File: config.mk
export PLATFORM = sky130hd
export DESIGN_NAME = ext_irq_bank
export DESIGN_NICKNAME = d
export VERILOG_FILES = /design/src/rtl/ext_irq_pkg.sv /design/src/rtl/ext_irq_sync.sv /design/src/rtl/ext_irq_cfg.sv /design/src/rtl/ext_irq_chan.sv /design/src/rtl/ext_irq_bank.sv
export SDC_FILE = /design/constraint.sdc
export NUM_CORES = 1
export LEC_CHECK = 0
export BUFFER_PORTS_ARGS = -buffer_cell sky130_fd_sc_hd__buf_2
export CAP_MARGIN = 0
export CORE_AREA = 5 5 72 74
export DETAILED_ROUTE_END_ITERATION = 10
export DIE_AREA = 0 0 77 79
export PLACE_DENSITY = 0.76
export SYNTH_ARGS = -nofsm -noshare
export SYNTH_HDL_FRONTEND = slang
export SYNTH_SLANG_ARGS = --single-unit
export TNS_END_PERCENT = 100
File: constraint.sdc
create_clock -name clk -period 1.9 [get_ports clk]
set_clock_uncertainty 0.15 [all_clocks]
set_input_delay 0.19 -clock clk [delete_from_list [all_inputs] [get_ports clk]]
set_output_delay 0.19 -clock clk [all_outputs]
set_load 0.05 [all_outputs]
File: src/rtl/ext_irq_pkg.sv
package ext_irq_pkg;

    typedef enum logic [2:0] {
        SNS_OFF  = 3'd0,
        SNS_RISE = 3'd1,
        SNS_FALL = 3'd2,
        SNS_BOTH = 3'd3,
        SNS_HIGH = 3'd4,
        SNS_LOW  = 3'd5,
        SNS_RSV6 = 3'd6,
        SNS_RSV7 = 3'd7
    } sense_e;

    typedef struct packed {
        logic [2:0] samp;    // samp[0] newest, samp[2] oldest
        logic       lvl;     // detector-visible level after the last sample
        logic       reload;  // history must be refreshed before edges count
        logic       flag;
    } chan_st_t;

    function automatic logic maj3(input logic [2:0] s);
        return (s[0] & s[1]) | (s[0] & s[2]) | (s[1] & s[2]);
    endfunction

endpackage

File: src/rtl/ext_irq_sync.sv
module ext_irq_sync #(
    parameter int W      = 4,
    parameter int STAGES = 2
) (
    input  logic         clk,
    input  logic         rst_n,
    input  logic [W-1:0] din,
    output logic [W-1:0] dout
);

    logic [STAGES-1:0][W-1:0] pipe_d, pipe_q;

    always_comb begin
        pipe_d    = pipe_q;
        pipe_d[0] = din;
        for (int i = 1; i < STAGES; i++) begin
            pipe_d[i] = pipe_q[i-1];
        end
    end

    always_ff @(posedge clk or negedge rst_n) begin
        if (!rst_n) pipe_q <= '0;
        else        pipe_q <= pipe_d;
    end

    assign dout = pipe_q[STAGES-1];

endmodule

File: src/rtl/ext_irq_cfg.sv
module ext_irq_cfg #(
    parameter int NUM_CH = 4,
    parameter int CH_W   = 2
) (
    input  logic                   clk,
    input  logic                   rst_n,
    input  logic                   we,
    input  logic [CH_W-1:0]        ch,
    input  logic [2:0]             sense_in,
    input  logic                   filt_in,
    input  logic                   ien_in,
    output logic [NUM_CH-1:0][2:0] sense_q,
    output logic [NUM_CH-1:0]      filt_q,
    output logic [NUM_CH-1:0]      ien_q,
    output logic [NUM_CH-1:0]      upd
);

    typedef struct packed {
        logic [NUM_CH-1:0][2:0] sense;
        logic [NUM_CH-1:0]      filt;
        logic [NUM_CH-1:0]      ien;
    } cfg_regs_t;

    cfg_regs_t regs_d, regs_q;

    always_comb begin
        regs_d = regs_q;
        upd    = '0;
        for (int i = 0; i < NUM_CH; i++) begin
            if (we && (ch == CH_W'(i))) begin
                regs_d.sense[i] = sense_in;
                regs_d.filt[i]  = filt_in;
                regs_d.ien[i]   = ien_in;
                upd[i]          = 1'b1;
            end
        end
    end

    always_ff @(posedge clk or negedge rst_n) begin
        if (!rst_n) regs_q <= '0;
        else        regs_q <= regs_d;
    end

    assign sense_q = regs_q.sense;
    assign filt_q  = regs_q.filt;
    assign ien_q   = regs_q.ien;

endmodule

File: src/rtl/ext_irq_chan.sv
module ext_irq_chan
    import ext_irq_pkg::*;
(
    input  logic       clk,
    input  logic       rst_n,
    input  logic       smp_en,
    input  logic       pin_s,
    input  logic [2:0] sense,
    input  logic       filt,
    input  logic       upd,
    input  logic       clr,
    output logic       flag
);

    chan_st_t st_d, st_q;
    sense_e   mode;
    logic [2:0] win;
    logic       nv;
    logic       edge_ok;
    logic       rise_ev, fall_ev;
    logic       lvl_src;
    logic       det;

    always_comb begin
        mode    = sense_e'(sense);
        win     = {st_q.samp[1:0], pin_s};
        nv      = filt ? maj3(win) : pin_s;
        edge_ok = smp_en && !st_q.reload && !upd;
        rise_ev = edge_ok &&  nv && !st_q.lvl;
        fall_ev = edge_ok && !nv &&  st_q.lvl;
        lvl_src = filt ? st_q.lvl : pin_s;

        unique case (mode)
            SNS_RISE: det = rise_ev;
            SNS_FALL: det = fall_ev;
            SNS_BOTH: det = rise_ev | fall_ev;
            SNS_HIGH: det = lvl_src;
            SNS_LOW:  det = !lvl_src;
            default:  det = 1'b0;
        endcase

        st_d = st_q;
        if (smp_en) begin
            st_d.samp = win;
            st_d.lvl  = nv;
        end
        if (upd)         st_d.reload = 1'b1;
        else if (smp_en) st_d.reload = 1'b0;
        st_d.flag = (st_q.flag & ~clr) | det;
    end

    always_ff @(posedge clk or negedge rst_n) begin
        if (!rst_n) st_q <= '{samp: 3'b000, lvl: 1'b0, reload: 1'b1, flag: 1'b0};
        else        st_q <= st_d;
    end

    assign flag = st_q.flag;

endmodule

File: src/rtl/ext_irq_bank.sv
module ext_irq_bank #(
    parameter int NUM_CH = 4,
    localparam int CH_W  = (NUM_CH > 1) ? $clog2(NUM_CH) : 1
) (
    input  logic              clk,
    input  logic              rst_n,
    input  logic              sample_en,
    input  logic [NUM_CH-1:0] pin_async,
    input  logic              cfg_we,
    input  logic [CH_W-1:0]   cfg_ch,
    input  logic [2:0]        cfg_sense,
    input  logic              cfg_filt,
    input  logic              cfg_ien,
    input  logic              clr_we,
    input  logic [NUM_CH-1:0] clr_mask,
    output logic [NUM_CH-1:0] flags,
    output logic              irq
);

    logic [NUM_CH-1:0]      pin_s;
    logic [NUM_CH-1:0][2:0] cfg_sense_q;
    logic [NUM_CH-1:0]      cfg_filt_q;
    logic [NUM_CH-1:0]      cfg_ien_q;
    logic [NUM_CH-1:0]      cfg_upd;

    ext_irq_sync #(.W(NUM_CH), .STAGES(2)) u_sync (
        .clk  (clk),
        .rst_n(rst_n),
        .din  (pin_async),
        .dout (pin_s)
    );

    ext_irq_cfg #(.NUM_CH(NUM_CH), .CH_W(CH_W)) u_cfg (
        .clk     (clk),
        .rst_n   (rst_n),
        .we      (cfg_we),
        .ch      (cfg_ch),
        .sense_in(cfg_sense),
        .filt_in (cfg_filt),
        .ien_in  (cfg_ien),
        .sense_q (cfg_sense_q),
        .filt_q  (cfg_filt_q),
        .ien_q   (cfg_ien_q),
        .upd     (cfg_upd)
    );

    for (genvar g = 0; g < NUM_CH; g++) begin : g_ch
        ext_irq_chan u_chan (
            .clk   (clk),
            .rst_n (rst_n),
            .smp_en(sample_en),
            .pin_s (pin_s[g]),
            .sense (cfg_sense_q[g]),
            .filt  (cfg_filt_q[g]),
            .upd   (cfg_upd[g]),
            .clr   (clr_we & clr_mask[g]),
            .flag  (flags[g])
        );
    end

    assign irq = |(flags & cfg_ien_q);

endmodule

Yosys cells after proc, flatten, opt, wreduce, memory -nomap -nowiden. Cells that the tools add are included. Widths: inputs -> output; s select.

Equal/unequal tests: 23. Mux-type cells: 21. Bitwise operators: 41. Reduce and logical (&&, ||, !) cells: 54.

Operator list (number): $logic_and 1x1->1 (28); $eq 3x2->1 const B (8); $eq 3x3->1 const B (8); $and 1x1->1 (20); $logic_not 1->1 (20); $pmux 1 s5 (4); $mux 1 (17); $or 1x1->1 (16); $eq 3x1->1 const B (4); $reduce_bool 2->1 (4); $and 4x4->4 (1); $eq 2x2->1 const B (2); $not 1->1 (4); $reduce_or 4->1 (1); $eq 2x1->1 const B (1); $logic_not 2->1 (1).

Flip-flop bits (word level): 48. Input bits: 20. Output and inout bits: 5. Logic and storage cells: 169.

Logic depth before layout (Yosys ltp). Gate-level depths: netlist (run 1).

Depth after elaboration: 10. Depth in mapped cells: 4. Depth with buffers taken out: 4.

Cells and area by module. From an unflattened synthesis (run 1), not the netlist that was laid out.

Cells, all modules: 158. Area total of the unflattened synthesis: 2105.8 um2.

By module, submodules not included: ext_irq_chan (instances 4, cells each 24, area an instance 271.5 um2, sequential area each 126.4 um2); ext_irq_cfg (instances 1, cells each 47, area an instance 775.7 um2, sequential area each 500.5 um2); ext_irq_sync (instances 1, cells each 8, area an instance 200.2 um2, sequential area each 200.2 um2); ext_irq_bank (instances 1, cells each 7, area an instance 43.8 um2, sequential area each 0.0 um2).

Worst setup path before layout (run 1). OpenSTA, ideal clock, no wires.

Path kind: reg-to-reg. From: register u_cfg.regs_q[6] (netlist: u_cfg.filt_q[2]). To: register g_ch[2].u_chan.st_q (netlist bit g_ch[2].u_chan.flag). Setup time: 0.076 ns. Arrival time: 1.200 ns. Data required time: 1.674 ns. Path slack: 0.474 ns. Stages on the path, launching flop included: 5. Path buffers: 0. Period minus slack after synthesis: 1.426 ns. Cell sequence: dfrtp_1 > a21o_1 > a22oi_1 > mux2_1 > o21ai_1.

RTL lines: start: declaration (RTL line ext_irq_cfg.sv:24) `cfg_regs_t regs_d, regs_q;`; start signal: assignment (RTL line ext_irq_cfg.sv:41) `else regs_q <= regs_d;`; end signal: assignment (RTL line ext_irq_chan.sv:53) `if (!rst_n) st_q <= '{samp: 3'b000, lvl: 1'b0, reload: 1'b1, flag: 1'b0};`; end signal: assignment (RTL line ext_irq_chan.sv:54) `else st_q <= st_d;`; end: declaration (RTL line ext_irq_chan.sv:15) `chan_st_t st_d, st_q;`.

==> summary.md, run 1 <==
| Metric | Value |
|---|---|
| Overall die area | `6083 um^2` |
| First-pass DRT Iterations | `4` |
| Die Ht | `79 um` |
| Via total after detailed routing | `1,273` |
| Unrepaired setup endpoints after global routing | `no` |
| Mean instance size in the synthesized netlist | `12.88 um^2` |
| Required time at the endpoint of the critical path | `1.98 ns` |
| Critical path arrival | `1.61 ns` |
| Core footprint | `4536 um^2` |
| Netlist area before placement | `2061 um^2` |
| Peak clock frequency supported by timing | `649.9 MHz` |
| Number of clock sinks seen by CTS | `48` |
| DRC violation total after the first TritonRoute iteration | `108` |
| Crit share post-route | `0.8099` |
| Leak | `1.079 nW` |
| H-tree depth | `2` |
| Port buffer count | `24` |
| TNS Setup | `0 ns` |
| CTS Buf Count | `5` |
| CTS tree | `done` |
| Synthesized netlist net count | `180` |
| Met3 capacity usage during global routing | `0.03288` |
| I/O pins | `25` |
| Kind of critical path | `flop to flop` |
| Worst supply voltage drop on vdd | `386.8 uV` |
| Startpoint of the lowest-slack hold path | `cfg_sense[1]` |
| Clk Latency, worst-skew pair | `0.30 ns` |
| Kind of end point of the critical path | `flop` |
| Result of the run | `complete, no violations` |
| Final Hold Violating Endpoints | `0` |
| Largest area contributor in the netlist | `sky130_fd_sc_hd__dfrtp_1` |
| Share of post-route cells with drive strength above 1 | `0.3247` |
| Count of cells resized by post-cts repair | `0` |
| Number of storage elements in the synthesis netlist | `48` |
| Width of the die | `77 um` |
| Initial core utilization | `0.4543` |
| Routing usage on met2 | `0.2097` |
| Cell Chain, Critical Path | `a21o_1, a22oi_1, mux2_1, o21ai_1` |
| Clock-pin transition on the worst setup and hold timing paths | `0.08 ns` |
| Total grt overflow | `0` |
| Hold-fix buffers, CTS | `5` |
| Sequential cell area | `1206 um^2` |
| Largest net degree at the start of global routing | `49` |
| Number of pins exceeding their max-slew limit in the final report | `0` |
| Number of instances in the synthesized netlist | `160` |
| Count of buffers added by post-CTS timing repair for setup | `0` |
| Routability congestion estimate from global placement | `0.7547` |
| DRC violations left | `0` |
| Average wire per cell in the routed design | `14.82 um` |
| Area growth from synthesis to final layout | `16.51%` |
| Most Used Layer, Global Route | `met2` |
| Final-layout worst hold slack | `0.01979 ns` |
| Power per unit of standard cell area | `1126 nW/um^2` |
| Type of the most critical hold path | `input pin to flop` |
| Clock tree root buffer cell | `sky130_fd_sc_hd__clkbuf_8` |
| Worst setup path startpoint | `u_cfg.filt_q[0]$_DFFE_PN0P_` |
| Vias in the first global route | `1,319` |
| Initial antenna violation count | `0` |
| Worst max-slew margin expressed relative to the limit | `0.7396` |
| Synth top area cells | `sky130_fd_sc_hd__dfrtp_1 53%, sky130_fd_sc_hd__mux2_2 13%, sky130_fd_sc_hd__dfstp_2 5.1%` |
| Final setup fails | `0` |
| Hold depth | `3` |
| Total routed wirelength | `3.675 mm` |
| Antenna diode count | `0` |
| First-pass GRT wire length | `6.479 mm` |
| Count of different cell masters after synthesis | `26` |
| Row count | `25` |
| Filler Cells Inserted | `390` |
| Global-route track usage on met1 | `0.1842` |
| Worst Reg-to-Reg Cells | `4` |
| Final-stage net count | `213` |
| GRT Util Overall | `0.1360` |
| Largest fanout of any net on the critical path | `4` |
| Total area of multi-input combinational cells | `772.0 um^2` |
| Maximum clock insertion buffer count | `2` |
| Final HPWL from detailed placement | `2.566 mm` |
| Area share of the leading cell type in the synthesized netlist | `0.5343` |
| Vias per cell | `5.133` |
| Crit-path max cell delay | `0.42 ns` |
| Number of maximum-capacitance violations | `0` |
| Reg2Reg Launch Point | `u_cfg.filt_q[0]$_DFFE_PN0P_` |
| Portion of the post-synthesis area used by sequential elements | `0.5853` |
| Highest-delay cell along the critical path | `sky130_fd_sc_hd__dfrtp_1` |
| Routed Antenna Nets | `0` |
| Tmin final | `1.539 ns` |
| CP startpoint kind | `flop` |
| Count of warnings emitted by yosys | `0` |
| Slew at the pin with the worst max-slew slack | `0.3902 ns` |
## routing by layer
layer / share of wire / vias up
met5: 0 / -
met3: 0.038 / 8
met4: 0.018 / 0
li1: - / 621
met1: 0.46 / 625
met2: 0.48 / 19
## sequential cells by signal (all words and copies together) (netlist names)
register / count
g_ch.u_chan.st_q: 16
u_cfg.sense_q: 12
g_ch.u_chan.flag: 4
u_cfg.filt_q: 4
u_cfg.ien_q: 4
u_sync.dout: 4
u_sync.pipe_d: 4
## cells in the mapped netlist
cell type,number
sky130_fd_sc_hd__a21boi_1,1
sky130_fd_sc_hd__a21o_1,5
sky130_fd_sc_hd__a21oi_1,1
sky130_fd_sc_hd__a22oi_1,6
sky130_fd_sc_hd__a32oi_1,4
sky130_fd_sc_hd__buf_2,1
sky130_fd_sc_hd__buf_4,4
sky130_fd_sc_hd__buf_6,1
sky130_fd_sc_hd__dfrtp_1,44
sky130_fd_sc_hd__dfstp_2,4
sky130_fd_sc_hd__inv_1,8
sky130_fd_sc_hd__inv_4,1
sky130_fd_sc_hd__mux2_1,7
sky130_fd_sc_hd__mux2_2,23
sky130_fd_sc_hd__mux2i_1,5
sky130_fd_sc_hd__nand2_1,12
sky130_fd_sc_hd__nand2b_1,7
sky130_fd_sc_hd__nand3_1,4
sky130_fd_sc_hd__nand3b_1,2
sky130_fd_sc_hd__nor2_1,3
sky130_fd_sc_hd__nor3b_4,1
sky130_fd_sc_hd__o21ai_0,7
sky130_fd_sc_hd__o21ai_1,3
sky130_fd_sc_hd__o31ai_1,1
sky130_fd_sc_hd__or4_1,1
sky130_fd_sc_hd__xnor2_1,4
## cell families after synthesis
kind of cell | Yosys count | synth area share
flops | 48 | 0.5853
simple gates | 30 | 0.07832
compound gates | 28 | 0.09107
xor+xnor | 4 | 0.01700
buf+inv | 15 | 0.04007
mux | 35 | 0.1882
## critical path: cells and delay by family (launching register included)
kind / cells / cell delay [ns]
AO/OA/AOI/OAI: 3 / 0.54
flip-flops: 1 / 0.42
multiplexers: 1 / 0.36
## path summary, 6_finish.rpt
kind                                                       to  slack, ns
min in group asynchronous  g_ch[3].u_chan.st_q[3]$_DFFE_PN0P_       0.24
max in group asynchronous  g_ch[0].u_chan.st_q[1]$_DFFE_PN1P_       1.07
max reg2reg                     g_ch[0].u_chan.flag$_DFF_PN0_       0.36
min                              u_cfg.sense_q[1]$_DFFE_PN0P_       0.02
min reg2reg                          u_sync.dout[1]$_DFF_PN0_       0.20
max                             g_ch[0].u_chan.flag$_DFF_PN0_       0.36
## power breakdown
group          total (W)  internal [W]  switching, W
Sequential       0.00134       0.00120      0.000139
Combinational   0.000644      0.000268      0.000376
Clock           0.000724      0.000389      0.000335
Total            0.00270       0.00185      0.000850
## cell usage in the layout (no fill, tap or decap), types with 5 or more instances in the layout
master	Yosys	layout
sky130_fd_sc_hd__a22oi_1	6	6
sky130_fd_sc_hd__mux2_1	7	7
sky130_fd_sc_hd__nand2b_1	7	7
sky130_fd_sc_hd__buf_2	1	24
sky130_fd_sc_hd__dlygate4sd3_1	0	6
sky130_fd_sc_hd__o21ai_0	7	7
sky130_fd_sc_hd__inv_1	8	8
sky130_fd_sc_hd__nand2_1	12	12
sky130_fd_sc_hd__mux2i_1	5	5
sky130_fd_sc_hd__mux2_2	23	23
sky130_fd_sc_hd__dfrtp_1	44	44
sky130_fd_sc_hd__clkbuf_8	0	5
sky130_fd_sc_hd__a21o_1	5	5
## area by class of cell
cell class	instances	share of cell area
clock inverter	3	0.01772
timing repair buffer	32	0.08650
tap	54	0.02814
clock buffer	5	0.02866
multi-input combinational	97	0.3215
inverter	9	0.01511
sequential	48	0.5023
## per-stage QoR
| step | std cells | worst slack, ns | instance area, um^2 | total power [W] | utilization |
|---|---|---|---|---|---|
| after floorplan | 160 | 0.4736 | 2061 | 0.001864 | - |
| after global placement | 234 | 0.4313 | 2230 | 0.001979 | 0.4916 |
| after detailed placement | 234 | 0.3899 | 2230 | 0.001996 | 0.4916 |
| after CTS | 247 | 0.3649 | 2391 | 0.002736 | 0.5272 |
| after global routing | 248 | 0.2617 | 2401 | 0.002870 | 0.5294 |
| final | 248 | 0.3612 | 2401 | 0.002704 | 0.5294 |
No activity file was read; power rests on OpenSTA's default activity.
==> run 2, diff against run 1 <==
--- a/config.mk
+++ b/config.mk
@@ -5,12 +5,13 @@
 export SDC_FILE = /design/constraint.sdc
 export NUM_CORES = 1
 export LEC_CHECK = 0
+export ABC_AREA = 1
 export BUFFER_PORTS_ARGS = -buffer_cell sky130_fd_sc_hd__buf_2
 export CAP_MARGIN = 0
-export CORE_AREA = 5 5 72 74
+export CORE_AREA = 5 5 73 75
 export DETAILED_ROUTE_END_ITERATION = 10
-export DIE_AREA = 0 0 77 79
-export PLACE_DENSITY = 0.76
+export DIE_AREA = 0 0 78 80
+export PLACE_DENSITY = 0.79
 export SYNTH_ARGS = -nofsm -noshare
 export SYNTH_HDL_FRONTEND = slang
 export SYNTH_SLANG_ARGS = --single-unit
==> constraint.sdc (replaced) <==
create_clock -name clk -period 1.28 [get_ports clk]
set_clock_uncertainty 0.15 [all_clocks]
set_input_delay 0.128 -clock clk [delete_from_list [all_inputs] [get_ports clk]]
set_output_delay 0.128 -clock clk [all_outputs]
set_load 0.05 [all_outputs]
==> run 2 against run 1 <==
Net effect: the run now ends with setup timing left; combinational power up 45%; routed wire length increased by 9.2%; final cell count grew 39%; critical path type is now flop to output pin; critical endpoint is now irq; largest cell class unchanged; largest power group unchanged.
==> summary.md, run 2 <==
| Metric | Value |
|---|---|
| Result of the run | `finished, violations left` |
| Failing checks | `setup timing` |
| Crit share post-route | `1.049` |
| Pre-CTS setup slack | `0.08782 ns` |
| Slew at the pin with the worst max-slew slack | `0.3828 ns` |
| Overall die area | `6240 um^2` |
| Register-to-register setup slack | `0.10 ns` |
| Most frequent cell after synthesis | `sky130_fd_sc_hd__nand2_1` |
| Final-stage net count | `309` |
| First-pass DRT Iterations | `4` |
| GRT Util Overall | `0.1422` |
| Peak clock frequency supported by timing | `744.4 MHz` |
| Most common library cell in the layout ignoring fill and taps | `sky130_fd_sc_hd__nand2_1` |
| Count of warnings emitted by yosys | `0` |
| Clock-pin transition on the worst setup and hold timing paths | `0.09 ns` |
| Type of the most critical hold path | `input pin to flop` |
| EDFF count, synth | `0` |
| Kind of critical path | `flop to output pin` |
| Initial core utilization | `0.4618` |
| Count of different cell masters after synthesis | `15` |
| Total grt overflow | `0` |
| Area growth from synthesis to final layout | `17.62%` |
| Power per unit of standard cell area | `1503 nW/um^2` |
| Top cells by instance count after synthesis | `84 x sky130_fd_sc_hd__nand2_1, 44 x sky130_fd_sc_hd__dfrtp_1, 36 x sky130_fd_sc_hd__o21ai_0` |
| Row count | `25` |
| Routed Antenna Nets | `0` |
| Initial antenna violation count | `0` |
| Netlist area before placement | `2123 um^2` |
| Core footprint | `4598 um^2` |
| Largest net degree at the start of global routing | `49` |
| Combined buffer and inverter count along the critical path | `1` |
| Synthesized netlist net count | `274` |
| Leak | `1.269 nW` |
| H-tree depth | `2` |
| Tmin final | `1.343 ns` |
| Crit-path max cell delay | `0.41 ns` |
| Number of maximum-capacitance violations | `0` |
| Largest Register | `g_ch.u_chan.st_q` |
| Kind of end point of the critical path | `output pin` |
| Worst max-slew margin expressed relative to the limit | `0.7448` |
| Filler Cells Inserted | `413` |
| Die Ht | `80 um` |
| Total routed wirelength | `4.014 mm` |
| Final HPWL from detailed placement | `2.860 mm` |
| Largest register FFs | `16` |
| Average wire per cell in the routed design | `11.67 um` |
| Final core utilization | `0.5431` |
| Unrepaired setup endpoints after global routing | `yes` |
| Final-layout worst hold slack | `0.002813 ns` |
| Number of clock sinks seen by CTS | `48` |
| Synth top area cells | `sky130_fd_sc_hd__dfrtp_1 52%, sky130_fd_sc_hd__nand2_1 15%, sky130_fd_sc_hd__o21ai_0 8.5%` |
| DRC violations left | `0` |
| Width of the die | `78 um` |
| CP startpoint kind | `flop` |
| CTS Buf Count | `5` |
| Final worst-path setup slack | `-0.06334 ns` |
| Clock tree root buffer cell | `sky130_fd_sc_hd__clkbuf_8` |
| Cell Chain, Critical Path | `nand2_1, nand4_1, buf_6` |
| Primary flip-flop cell chosen by synthesis mapping | `sky130_fd_sc_hd__dfrtp_1` |
| Final Hold Violating Endpoints | `0` |
| DRC violation total after the first TritonRoute iteration | `92` |
| CTS tree | `done` |
| Post-synthesis async set-or-reset flop share | `1.000` |
| Share of post-route cells with drive strength above 1 | `0.1517` |
| Final setup fails | `1` |
| Category of cells accounting for the largest share of critical-path delay | `flip-flops` |
| Required time at the endpoint of the critical path | `1.00 ns` |
| Via total after detailed routing | `1,676` |
| Number of pins exceeding their max-slew limit in the final report | `0` |
| Number of storage elements in the synthesis netlist | `48` |
| Most frequent cells in the layout | `84 x sky130_fd_sc_hd__nand2_1, 43 x sky130_fd_sc_hd__dfrtp_1, 35 x sky130_fd_sc_hd__o21ai_0, 29 x sky130_fd_sc_hd__inv_1, 22 x sky130_fd_sc_hd__buf_2` |
| Antenna diode count | `0` |
| Vias per cell | `4.872` |
| Highest-delay cell along the critical path | `sky130_fd_sc_hd__dfrtp_1` |
| Clk Latency, worst-skew pair | `0.30 ns` |
| Maximum clock insertion buffer count | `2` |
| First-pass GRT wire length | `7.079 mm` |
| Routability congestion estimate from global placement | `0.7704` |
| I/O pins | `25` |
| Largest area contributor in the netlist | `sky130_fd_sc_hd__dfrtp_1` |
| Largest fanout of any net on the critical path | `3` |
| Vias in the first global route | `1,617` |
| Port buffer count | `24` |
| Critical path arrival | `1.07 ns` |
| Mean instance size in the synthesized netlist | `8.359 um^2` |
| Area share of the leading cell type in the synthesized netlist | `0.5186` |
| Number of instances in the synthesized netlist | `254` |
| Portion of the post-synthesis area used by sequential elements | `0.5681` |
| Worst supply voltage drop on vdd | `725.3 uV` |
## run 2: cell count changes in the layout (fill, tap and decap cells not counted), moves of 7 or more
| cell | before | now |
|---|---|---|
| sky130_fd_sc_hd__nand2b_1 | 7 | 0 |
| sky130_fd_sc_hd__nand2_1 | 12 | 84 |
| sky130_fd_sc_hd__mux2_1 | 7 | 0 |
| sky130_fd_sc_hd__nor2_1 | 3 | 12 |
| sky130_fd_sc_hd__mux2_2 | 23 | 0 |
| sky130_fd_sc_hd__nand3_1 | 4 | 12 |
| sky130_fd_sc_hd__inv_1 | 8 | 29 |
| sky130_fd_sc_hd__o21ai_0 | 7 | 35 |
## run 2: kinds of logic after synthesis
kind of cell / synth area share
buffers and inverters: 0.08486
AND/OR/NAND/NOR: 0.2245
AO/OA/AOI/OAI: 0.1226
flip-flops: 0.5681
## run 2: routing by layer
layer | wire, um | global-route usage | share of wire | vias up
met5 | 0 | 0 | 0 | -
met4 | 48 | 0.04561 | 0.012 | 0
met3 | 213 | 0.04176 | 0.053 | 6
met2 | 1899 | 0.2295 | 0.47 | 28
met1 | 1852 | 0.1835 | 0.46 | 768
li1 | - | - | - | 874
## run 2: where the power goes
| part | internal (W) | switching (W) |
|---|---|---|
| Sequential | 0.00174 | 0.000163 |
| Combinational | 0.000358 | 0.000574 |
| Clock | 0.000432 | 0.000490 |
| Total | 0.00253 | 0.00123 |
## run 2: metrics by stage
stage	std cells	total power, W	TNS (ns)	area, um^2
2_1_floorplan	254	0.002582	0	2123
3_3_place_gp	324	0.002741	0	2278
3_5_place_dp	324	0.002768	0	2278
4_1_cts	342	0.003768	-0.07419	2481
5_1_grt	344	0.003986	-0.1326	2497
6_report	344	0.003753	-0.06334	2497
## run 2: path summary, 6_finish.rpt
kind / start / end / cells after the start
hold reg to reg: u_sync.pipe_d[5]$_DFF_PN0_ / u_sync.dout[1]$_DFF_PN0_ / 0
setup / recovery: g_ch[1].u_chan.flag$_DFF_PN0_ / irq / 3
min in group asynchronous: rst_n / u_sync.pipe_d[7]$_DFF_PN0_ / 3
max in group asynchronous: rst_n / g_ch[2].u_chan.st_q[1]$_DFFE_PN1P_ / 3
setup reg to reg: u_cfg.filt_q[2]$_DFFE_PN0P_ / g_ch[2].u_chan.flag$_DFF_PN0_ / 8
hold / removal: cfg_sense[0] / u_cfg.sense_q[0]$_DFFE_PN0P_ / 3
## run 2: cell type report
class / count / area [um^2] / area share
Tap cell: 54 / 67.56 / 0.02705
Clock buffer: 6 / 82.58 / 0.03307
Inverter: 30 / 112.6 / 0.04509
Sequential cell: 48 / 1207 / 0.4835
Multi-Input combinational cell: 165 / 737.0 / 0.2951
Clock inverter: 2 / 10.01 / 0.004008
Timing Repair Buffer: 39 / 280.3 / 0.1122
## run 2: repair_timing
item                                    CTS  global route
buffers inserted                          1             2
endpoints found under the hold margin    59             0
pin swaps                                 3             0
gates cloned                              0             0
gates resized for setup                   4             3
endpoints found under the setup margin    1             4
hold buffers                              9             0
## run 2: tightest hold or removal path, delay by kind of cell
family | cells | cell delay, ns
buf+inv | 2 | 0.14
compound gates | 1 | 0.15
